--- src/rtl/decay_est_pkg.sv ---
package decay_est_pkg;
  typedef enum logic [2:0] {
    ST_IDLE,
    ST_INIT,
    ST_PRB_RD,
    ST_PRB_EV,
    ST_QCK_RD,
    ST_QCK_EV,
    ST_DONE
  } est_state_e;
endpackage

--- src/rtl/decay_vote.sv ---
module decay_vote #(
  parameter int unsigned GRP_W = 8
) (
  input  logic [GRP_W-1:0] word_i,
  output logic             decayed_o
);
  localparam int unsigned CW   = $clog2(GRP_W + 1);
  localparam int unsigned HALF = GRP_W / 2;

  logic [CW-1:0] ones;

  always_comb begin
    ones = '0;
    for (int i = 0; i < GRP_W; i++) ones = ones + CW'(word_i[i]);
  end

  // intact needs at least half ones
  assign decayed_o = (ones < CW'(HALF));
endmodule

--- src/rtl/bound_search.sv ---
module bound_search #(
  parameter int unsigned IDX_W = 4
) (
  input  logic             clk_i,
  input  logic             rst_ni,
  input  logic             clear_i,
  input  logic             step_i,
  input  logic             decayed_i,
  output logic [IDX_W:0]   mid_o,
  output logic [IDX_W:0]   lo_o,
  output logic             finished_o
);
  localparam int unsigned CNT_W = IDX_W + 1;
  localparam logic [CNT_W-1:0] NUM = CNT_W'(1) << IDX_W;

  logic [CNT_W-1:0] lo_q, hi_q;
  logic [CNT_W:0]   sum;

  assign sum        = {1'b0, lo_q} + {1'b0, hi_q};
  assign mid_o      = sum[CNT_W:1];
  assign lo_o       = lo_q;
  assign finished_o = (lo_q == hi_q);

  // lo: groups below are decayed; hi: groups at/above are intact
  always_ff @(posedge clk_i or negedge rst_ni) begin
    if (!rst_ni) begin
      lo_q <= '0;
      hi_q <= '0;
    end else if (clear_i) begin
      lo_q <= '0;
      hi_q <= NUM;
    end else if (step_i) begin
      if (decayed_i) lo_q <= mid_o + CNT_W'(1);
      else           hi_q <= mid_o;
    end
  end
endmodule

--- src/rtl/init_walker.sv ---
module init_walker #(
  parameter int unsigned IDX_W = 4
) (
  input  logic             clk_i,
  input  logic             rst_ni,
  input  logic             load_i,
  input  logic             last_only_i,
  input  logic             step_i,
  output logic [IDX_W-1:0] idx_o,
  output logic             last_o
);
  logic [IDX_W-1:0] idx_q;

  assign idx_o  = idx_q;
  assign last_o = (idx_q == '1);

  always_ff @(posedge clk_i or negedge rst_ni) begin
    if (!rst_ni)      idx_q <= '0;
    else if (load_i)  idx_q <= last_only_i ? '1 : '0;
    else if (step_i)  idx_q <= idx_q + IDX_W'(1);
  end
endmodule

--- src/rtl/decay_time_est.sv ---
module decay_time_est
  import decay_est_pkg::*;
#(
  parameter int unsigned IDX_W  = 4,
  parameter int unsigned ADDR_W = 8,
  parameter int unsigned GRP_W  = 8
) (
  input  logic              clk_i,
  input  logic              rst_ni,
  input  logic              start_i,
  input  logic              init_i,
  input  logic              quick_i,
  output logic [IDX_W-1:0]  lut_idx_o,
  input  logic [ADDR_W-1:0] lut_addr_i,
  output logic [ADDR_W-1:0] sram_addr_o,
  output logic              sram_re_o,
  output logic              sram_we_o,
  output logic [GRP_W-1:0]  sram_wdata_o,
  input  logic [GRP_W-1:0]  sram_rdata_i,
  output logic              busy_o,
  output logic              done_o,
  output logic [IDX_W:0]    count_o,
  output logic              full_decay_o
);
  localparam int unsigned CNT_W = IDX_W + 1;
  localparam logic [CNT_W-1:0] NUM = CNT_W'(1) << IDX_W;

  est_state_e st_q, st_d;

  logic             clear, step, decayed, finished;
  logic             wl_load, wl_step, wl_last;
  logic [IDX_W-1:0] wl_idx;
  logic [IDX_W:0]   mid, lo;
  logic [IDX_W:0]   count_q;
  logic             full_q;

  decay_vote #(.GRP_W(GRP_W)) u_vote (
    .word_i    (sram_rdata_i),
    .decayed_o (decayed)
  );

  bound_search #(.IDX_W(IDX_W)) u_search (
    .clk_i      (clk_i),
    .rst_ni     (rst_ni),
    .clear_i    (clear),
    .step_i     (step),
    .decayed_i  (decayed),
    .mid_o      (mid),
    .lo_o       (lo),
    .finished_o (finished)
  );

  init_walker #(.IDX_W(IDX_W)) u_walk (
    .clk_i       (clk_i),
    .rst_ni      (rst_ni),
    .load_i      (wl_load),
    .last_only_i (quick_i),
    .step_i      (wl_step),
    .idx_o       (wl_idx),
    .last_o      (wl_last)
  );

  always_comb begin
    st_d    = st_q;
    clear   = 1'b0;
    step    = 1'b0;
    wl_load = 1'b0;
    wl_step = 1'b0;
    unique case (st_q)
      ST_IDLE: begin
        // init wins over start
        if (init_i) begin
          wl_load = 1'b1;
          st_d    = ST_INIT;
        end else if (start_i) begin
          if (quick_i) st_d = ST_QCK_RD;
          else begin
            clear = 1'b1;
            st_d  = ST_PRB_RD;
          end
        end
      end
      ST_INIT: begin
        wl_step = 1'b1;
        if (wl_last) st_d = ST_IDLE;
      end
      ST_PRB_RD: st_d = finished ? ST_DONE : ST_PRB_EV;
      ST_PRB_EV: begin
        step = 1'b1;
        st_d = ST_PRB_RD;
      end
      ST_QCK_RD: st_d = ST_QCK_EV;
      ST_QCK_EV: st_d = ST_DONE;
      ST_DONE:   st_d = ST_IDLE;
      default:   st_d = ST_IDLE;
    endcase
  end

  always_ff @(posedge clk_i or negedge rst_ni) begin
    if (!rst_ni) st_q <= ST_IDLE;
    else         st_q <= st_d;
  end

  always_ff @(posedge clk_i or negedge rst_ni) begin
    if (!rst_ni) begin
      count_q <= '0;
      full_q  <= 1'b0;
    end else if (st_q == ST_PRB_RD && finished) begin
      count_q <= lo;
      full_q  <= (lo == NUM);
    end else if (st_q == ST_QCK_EV) begin
      full_q  <= decayed;
    end
  end

  always_comb begin
    unique case (st_q)
      ST_INIT:   lut_idx_o = wl_idx;
      ST_PRB_RD: lut_idx_o = mid[IDX_W-1:0];
      default:   lut_idx_o = '1;
    endcase
  end

  assign sram_addr_o  = lut_addr_i;
  assign sram_we_o    = (st_q == ST_INIT);
  assign sram_wdata_o = '1;
  assign sram_re_o    = (st_q == ST_PRB_RD && !finished) || (st_q == ST_QCK_RD);
  assign busy_o       = (st_q != ST_IDLE);
  assign done_o       = (st_q == ST_DONE);
  assign count_o      = count_q;
  assign full_decay_o = full_q;
endmodule

--- config.mk ---
export PLATFORM = sky130hd
export DESIGN_NAME = decay_time_est
export DESIGN_NICKNAME = d
export VERILOG_FILES = /design/src/rtl/decay_est_pkg.sv /design/src/rtl/decay_vote.sv /design/src/rtl/bound_search.sv /design/src/rtl/init_walker.sv /design/src/rtl/decay_time_est.sv
export SDC_FILE = /design/constraint.sdc
export NUM_CORES = 1
export LEC_CHECK = 0
export CAP_MARGIN = 15
export CORE_UTILIZATION = 30
export CTS_CLUSTER_SIZE = 16
export DETAILED_ROUTE_END_ITERATION = 12
export DONT_BUFFER_PORTS = 1
export PLACE_DENSITY = 0.46
export SLEW_MARGIN = 30
export SYNTH_ARGS = -nofsm -noshare
export SYNTH_HDL_FRONTEND = slang
export SYNTH_HIERARCHICAL = 1
export SYNTH_SLANG_ARGS = --single-unit
--- constraint.sdc ---
create_clock -name clk_i -period 3.19 [get_ports clk_i]
set_input_delay 0.319 -clock clk_i [delete_from_list [all_inputs] [get_ports clk_i]]
set_output_delay 0.319 -clock clk_i [all_outputs]
set_load 0.005 [all_outputs]
---- Word-level counts from Yosys, hierarchy flattened ----
Cells that the tools add are included.
word-level totals
  flip-flop bits (word level) ............. 23
  input port bits ......................... 21
  output and inout bits ................... 30
  logic and storage cells ................. 68
cells by class
  equal/unequal tests ..................... 12
  order comparisons ....................... 1
  reductions and logical operators ........ 13
  add/subtract/negate cells ............... 10
  mux-type cells .......................... 26
operators by type and width
  cell                                                                   number
  5-bit 2-to-1 mux                                                       6
  4-bit by 1-bit adder with 4-bit output                                 6
  3-bit one-hot mux with 6 select lines                                  1
  3-bit 2-to-1 mux                                                       5
  4-bit 2-to-1 mux                                                       3
  1-bit 2-to-1 mux                                                       10
  3-bit == test (second input constant)                                  3
  4-bit one-hot mux with 2 select lines                                  1
  2-bit nonzero test                                                     4
  5-bit by 5-bit adder with 6-bit output                                 1
  3-bit by 2-bit == test with 1-bit output (second input constant)       2
  2-bit AND reduction                                                    3
  5-bit by 1-bit adder with 5-bit output (second input constant)         1
  5-bit == test                                                          1
  5-bit == test (second input constant)                                  1
  4-bit by 1-bit adder with 4-bit output (second input constant)         1
  4-bit == test (second input constant)                                  1
  4-bit by 3-bit < comparator with 1-bit output (second input constant)  1
  3-bit by 1-bit == test with 1-bit output (second input constant)       1
  3-bit zero test                                                        1
  3-bit inequality test (second input constant)                          1
  3-bit nonzero test                                                     1
  1-bit by 1-bit adder with 2-bit output                                 1
  1-bit logical AND                                                      2
  4 further kinds                                                        4

---- Longest topological paths before layout ----
  depth after elaboration ................. 11
  depth in mapped cells ................... 12
  gate-level depth less buffers ........... 11

---- Hierarchy ----
Netlist, hierarchy kept.
by module, submodules not included
  module          sequential area each (µm²)  instances  cells each  area an instance (µm²)
  decay_time_est  225.2                       1          73          701.9
  bound_search    250.2                       1          76          698.2
  init_walker     100.1                       1          20          207.7
  decay_vote      0.0                         1          11          112.6

---- Worst setup path before layout ----
Ideal clock, no wire load.
  path kind ............................... input-to-reg
  from .................................... in sram_rdata_i[0]
  to ...................................... reg u_search.lo_q[4], in the netlist u_search/lo_o[4]
  library setup time ...................... 0.087 ns
  path buffers ............................ 1
  data required time ...................... 3.103 ns
  stages on the path ...................... 12
  arrival ................................. 3.164 ns
  path slack .............................. -0.060 ns
  cell sequence ........................... fa_1 -> inv_1 -> fa_1 -> inv_1 -> fa_1 -> ha_1 -> a311oi_1 -> and2_1 -> clkbuf_1 -> nand2b_1 -> a311o_1 -> o211ai_1
on the way
  word-level cells in the longest chain between the ends .. 10
RTL lines
  what                                                 line                  text
  start, declared                                      decay_time_est.sv:19  input logic [GRP_W-1:0] sram_rdata_i,
  1-bit by 1-bit adder with 2-bit output               decay_vote.sv:14      for (int i = 0; i < GRP_W; i++) ones = ones + CW'(word_i[i]);
  4-bit by 1-bit adder with 4-bit output (6 in a row)  decay_vote.sv:14
  4-bit by 3-bit < comparator with 1-bit output        decay_vote.sv:18      assign decayed_o = (ones < CW'(HALF));
  net decayed                                          decay_time_est.sv:30  logic clear, step, decayed, finished;
  2-bit nonzero test (no line)                         n/a
  2-bit AND reduction (no line)                        n/a
  end signal, assigned                                 bound_search.sv:33    if (decayed_i) lo_q <= mid_o + CNT_W'(1);
  end, declared                                        bound_search.sv:16    logic [CNT_W-1:0] lo_q, hi_q;
The timed path passes the listed nets, and every way through them passes these cells.
A chain may end at the register's enable or synchronous reset.

---- Final worst setup path ----
  from .................................... in sram_rdata_i[0]
  to ...................................... reg u_search.hi_q[4]
on the way
  word-level cells in the longest chain between the ends .. 10
RTL lines
  what                                                 line                  text
  1-bit by 1-bit adder with 2-bit output               decay_vote.sv:14
  4-bit by 1-bit adder with 4-bit output (6 in a row)  decay_vote.sv:14
  4-bit by 3-bit < comparator with 1-bit output        decay_vote.sv:18
  net decayed                                          decay_time_est.sv:30
  2-bit inequality test (no line)                      n/a
  2-bit AND reduction (no line)                        n/a
  end signal, assigned                                 bound_search.sv:34    else hi_q <= mid_o;
  end, declared                                        bound_search.sv:16
The timed path passes the listed nets, and every way through them passes these cells.

==> results summary <==
The congestion estimate from routability-driven global placement came to 0.802. The number of violations of the max-capacitance limit is 0. During I/O placement, the number of pins put on the boundary was 51. The count of filler cells inserted in the layout came out at 562. At the pin with the least slew margin, the transition time is 0.503 ns. The sequential group share of total power came out at 0.333.

At the worst endpoint, the required time is 3.35 ns. Entering global routing, the biggest net connects 24 pins. The initial antenna violation count came out at 0.

The fraction of layout instances using a drive strength above 1 is 0.156. The share of power burned in the clock network came out at 0.108. At the placement stage, the worst setup path has a slack of 0.0313 ns.

The finished layout holds 245 standard cells, fillers aside. The number of core rows is 27. The CTS buffer count came out at 3. Setup repair after global routing left no endpoint under its margin.

The area growth from synthesis to final layout is 3.43%. Each instance of the synthesized netlist takes up on average 9.59 um^2. The worst-skew pair later-pin latency is 0.26 ns. The min-delay analysis places its worst path in the category input port to register. The number of global-route vias before repair came out at 1173. The first-pass GRT wire length came out at 5.84 mm. The TritonCTS clock tree is done.

The number of design rule violations left after detail routing is 0. The top cell types in the final layout, fill and taps aside, are sky130_fd_sc_hd__dfrtp_1, sky130_fd_sc_hd__nor2_1, sky130_fd_sc_hd__nand2_1. The cell area after layout is 1780 um^2.

The mean number of vias per cell came out at 4.81. The start-to-end type of the worst setup path is input port to register. The sum of negative setup slack is 0 ns. In this run the standard cell core region covers 5510 um^2. The power after layout came out at 1.72 mW.

The worst setup path is captured at a register. The number of routed nets with antenna violations is 0. Counting I/O delays and the setup requirement, the final critical path takes 2.84 ns.

The power per cell area came out at 969 nW/um^2. The cell with the largest stage delay on the worst path is sky130_fd_sc_hd__fa_1. The detailed router placed 1178 vias in this run. Of the available clock period, the critical path in the final layout requires 0.892. The number of port buffers is 0. In this run the horizontal extent of the chip is 77.6 um. During synthesis, Yosys emitted a total of 6 warnings. The setup violation total in the final timing report is 0. The total overflow left after global routing is 0. The die covers 6030 um^2. For this run, the slowest stage of the critical path takes 0.52 ns. In this run the cell area measured after placement is 1700 um^2.

The critical-path maximum fanout came out at 8. The TritonCTS sink count came out at 23. The count of buffer and inverter cells on the critical path came out at 2. Traced cell by cell, the critical path runs through fa_1, inv_1, fa_1, inv_1, fa_1, ha_1, a311oi_2, nand2b_1, nor2_1, a211o_1. After detailed routing, the average wire length per cell comes to 14.2 um. The final-stage net count is 208.

The effective utilization at floorplan is 0.312. Including well taps, the total number of placed cells is 239. The largest clock skew in the final design came out at 0.00339 ns. The final critical-path setup slack came out at 0.346 ns. The internal power is 0.939 mW. The height of the die came out at 77.6 um.

The startpoint class of the critical path is an input port. In this run, the number of DRC markers left after iteration 0 of detailed routing was 71. Detailed placement ended at an HPWL of 2.72 mm. The final routed wirelength across all metal layers is 3.49 mm. Setup slack on the worst reg-to-reg path comes out at 0.39 ns. The count of inserted antenna diode cells came out at 0. The cell family contributing the most delay on the critical path is adder cells. The overall fraction of global-route tracks in use came out at 0.121. The final hold slack came out at 0.213 ns.

The core occupancy in the finished layout is 0.322. The post-synthesis instance area is 1720 um^2. The leakage power is 0.792 nW. The normalized max-slew margin is 0.662. The worst endpoint data arrival time is 3.00 ns.

Leaving out fill and tap cells, the most frequent cell in the layout is sky130_fd_sc_hd__dfrtp_1. The maximum buffer depth of the clock tree came out at 2. The number of max-slew violations in the final report is 0. The maximum clock frequency is 0.352 GHz.

The worst-case IR drop observed on VDD is 306 uV. The H-tree depth reported by CTS is 1. The final hold violation count is 0. For this design the total switching power over the nets is 0.782 mW. The combinational group share of total power came out at 0.559. The net switching fraction of the power is 0.454.

The run finished with clean final reports. The number of gates resized after CTS came out at 0. The cell type with the highest occurrence count on the critical path is sky130_fd_sc_hd__fa_1. Synthesis produced 179 cells. After clock tree synthesis, the clock-pin slew on the worst setup and hold paths is 0.09 ns. The iteration count of the initial detailed-routing pass came out at 4. CTS placed an instance of sky130_fd_sc_hd__clkbuf_8 at the clock tree root.
-- registers in the layout, summed over array words and instances (netlist names) --
signal / count
st_q: 3
u_walk/idx_o: 4
count_o: 5
full_decay_o: 1
u_search/lo_o: 5
u_search/hi_q: 5
-- layer usage --
layer / global-route usage / share of wire / vias up
met3: 0.0294 / 0.071 / 2
met1: 0.151 / 0.44 / 573
met2: 0.213 / 0.49 / 30
met5: 0 / 0 / -
li1: - / - / 573
met4: 0.0208 / 0.00057 / 0
-- area by class of cell --
class / count / area, um^2 / share of cell area
Multi-Input combinational cell: 129 / 962 / 0.542
Clock buffer: 3 / 41.3 / 0.0233
Inverter: 11 / 41.3 / 0.0233
Tap cell: 72 / 90.1 / 0.0507
Sequential cell: 23 / 576 / 0.324
Clock inverter: 1 / 5.00 / 0.00282
Timing Repair Buffer: 6 / 60.1 / 0.0338
-- power groups by stage --
| stage | clock (mW) | combinational, mW | sequential, mW |
|---|---|---|---|
| finish | 0.187 | 0.962 | 0.573 |
| CTS | 0.194 | 0.968 | 0.576 |
| global placement | 0 | 0.932 | 0.579 |
| global route | 0.201 | 1.08 | 0.593 |
| floorplan | 0 | 0.853 | 0.499 |
| detailed placement | 0 | 0.953 | 0.581 |
-- final timing paths --
check                                  from                to  cells past startpoint
max in group asynchronous            rst_ni  u_search/hi_q[4]                      2
hold / removal                      quick_i   u_walk/idx_o[1]                      2
setup / recovery            sram_rdata_i[0]  u_search/hi_q[4]                     10
hold reg to reg            u_search/hi_q[4]  u_search/hi_q[4]                      1
setup reg to reg           u_search/lo_o[2]        count_o[1]                      6
min in group asynchronous            rst_ni           st_q[2]                      2
-- timing repair --
action,in CTS,in global routing
endpoints found under the hold margin,23,0
hold buffers,2,0
setup buffers,0,0
(Power assumes the default switching activity.)
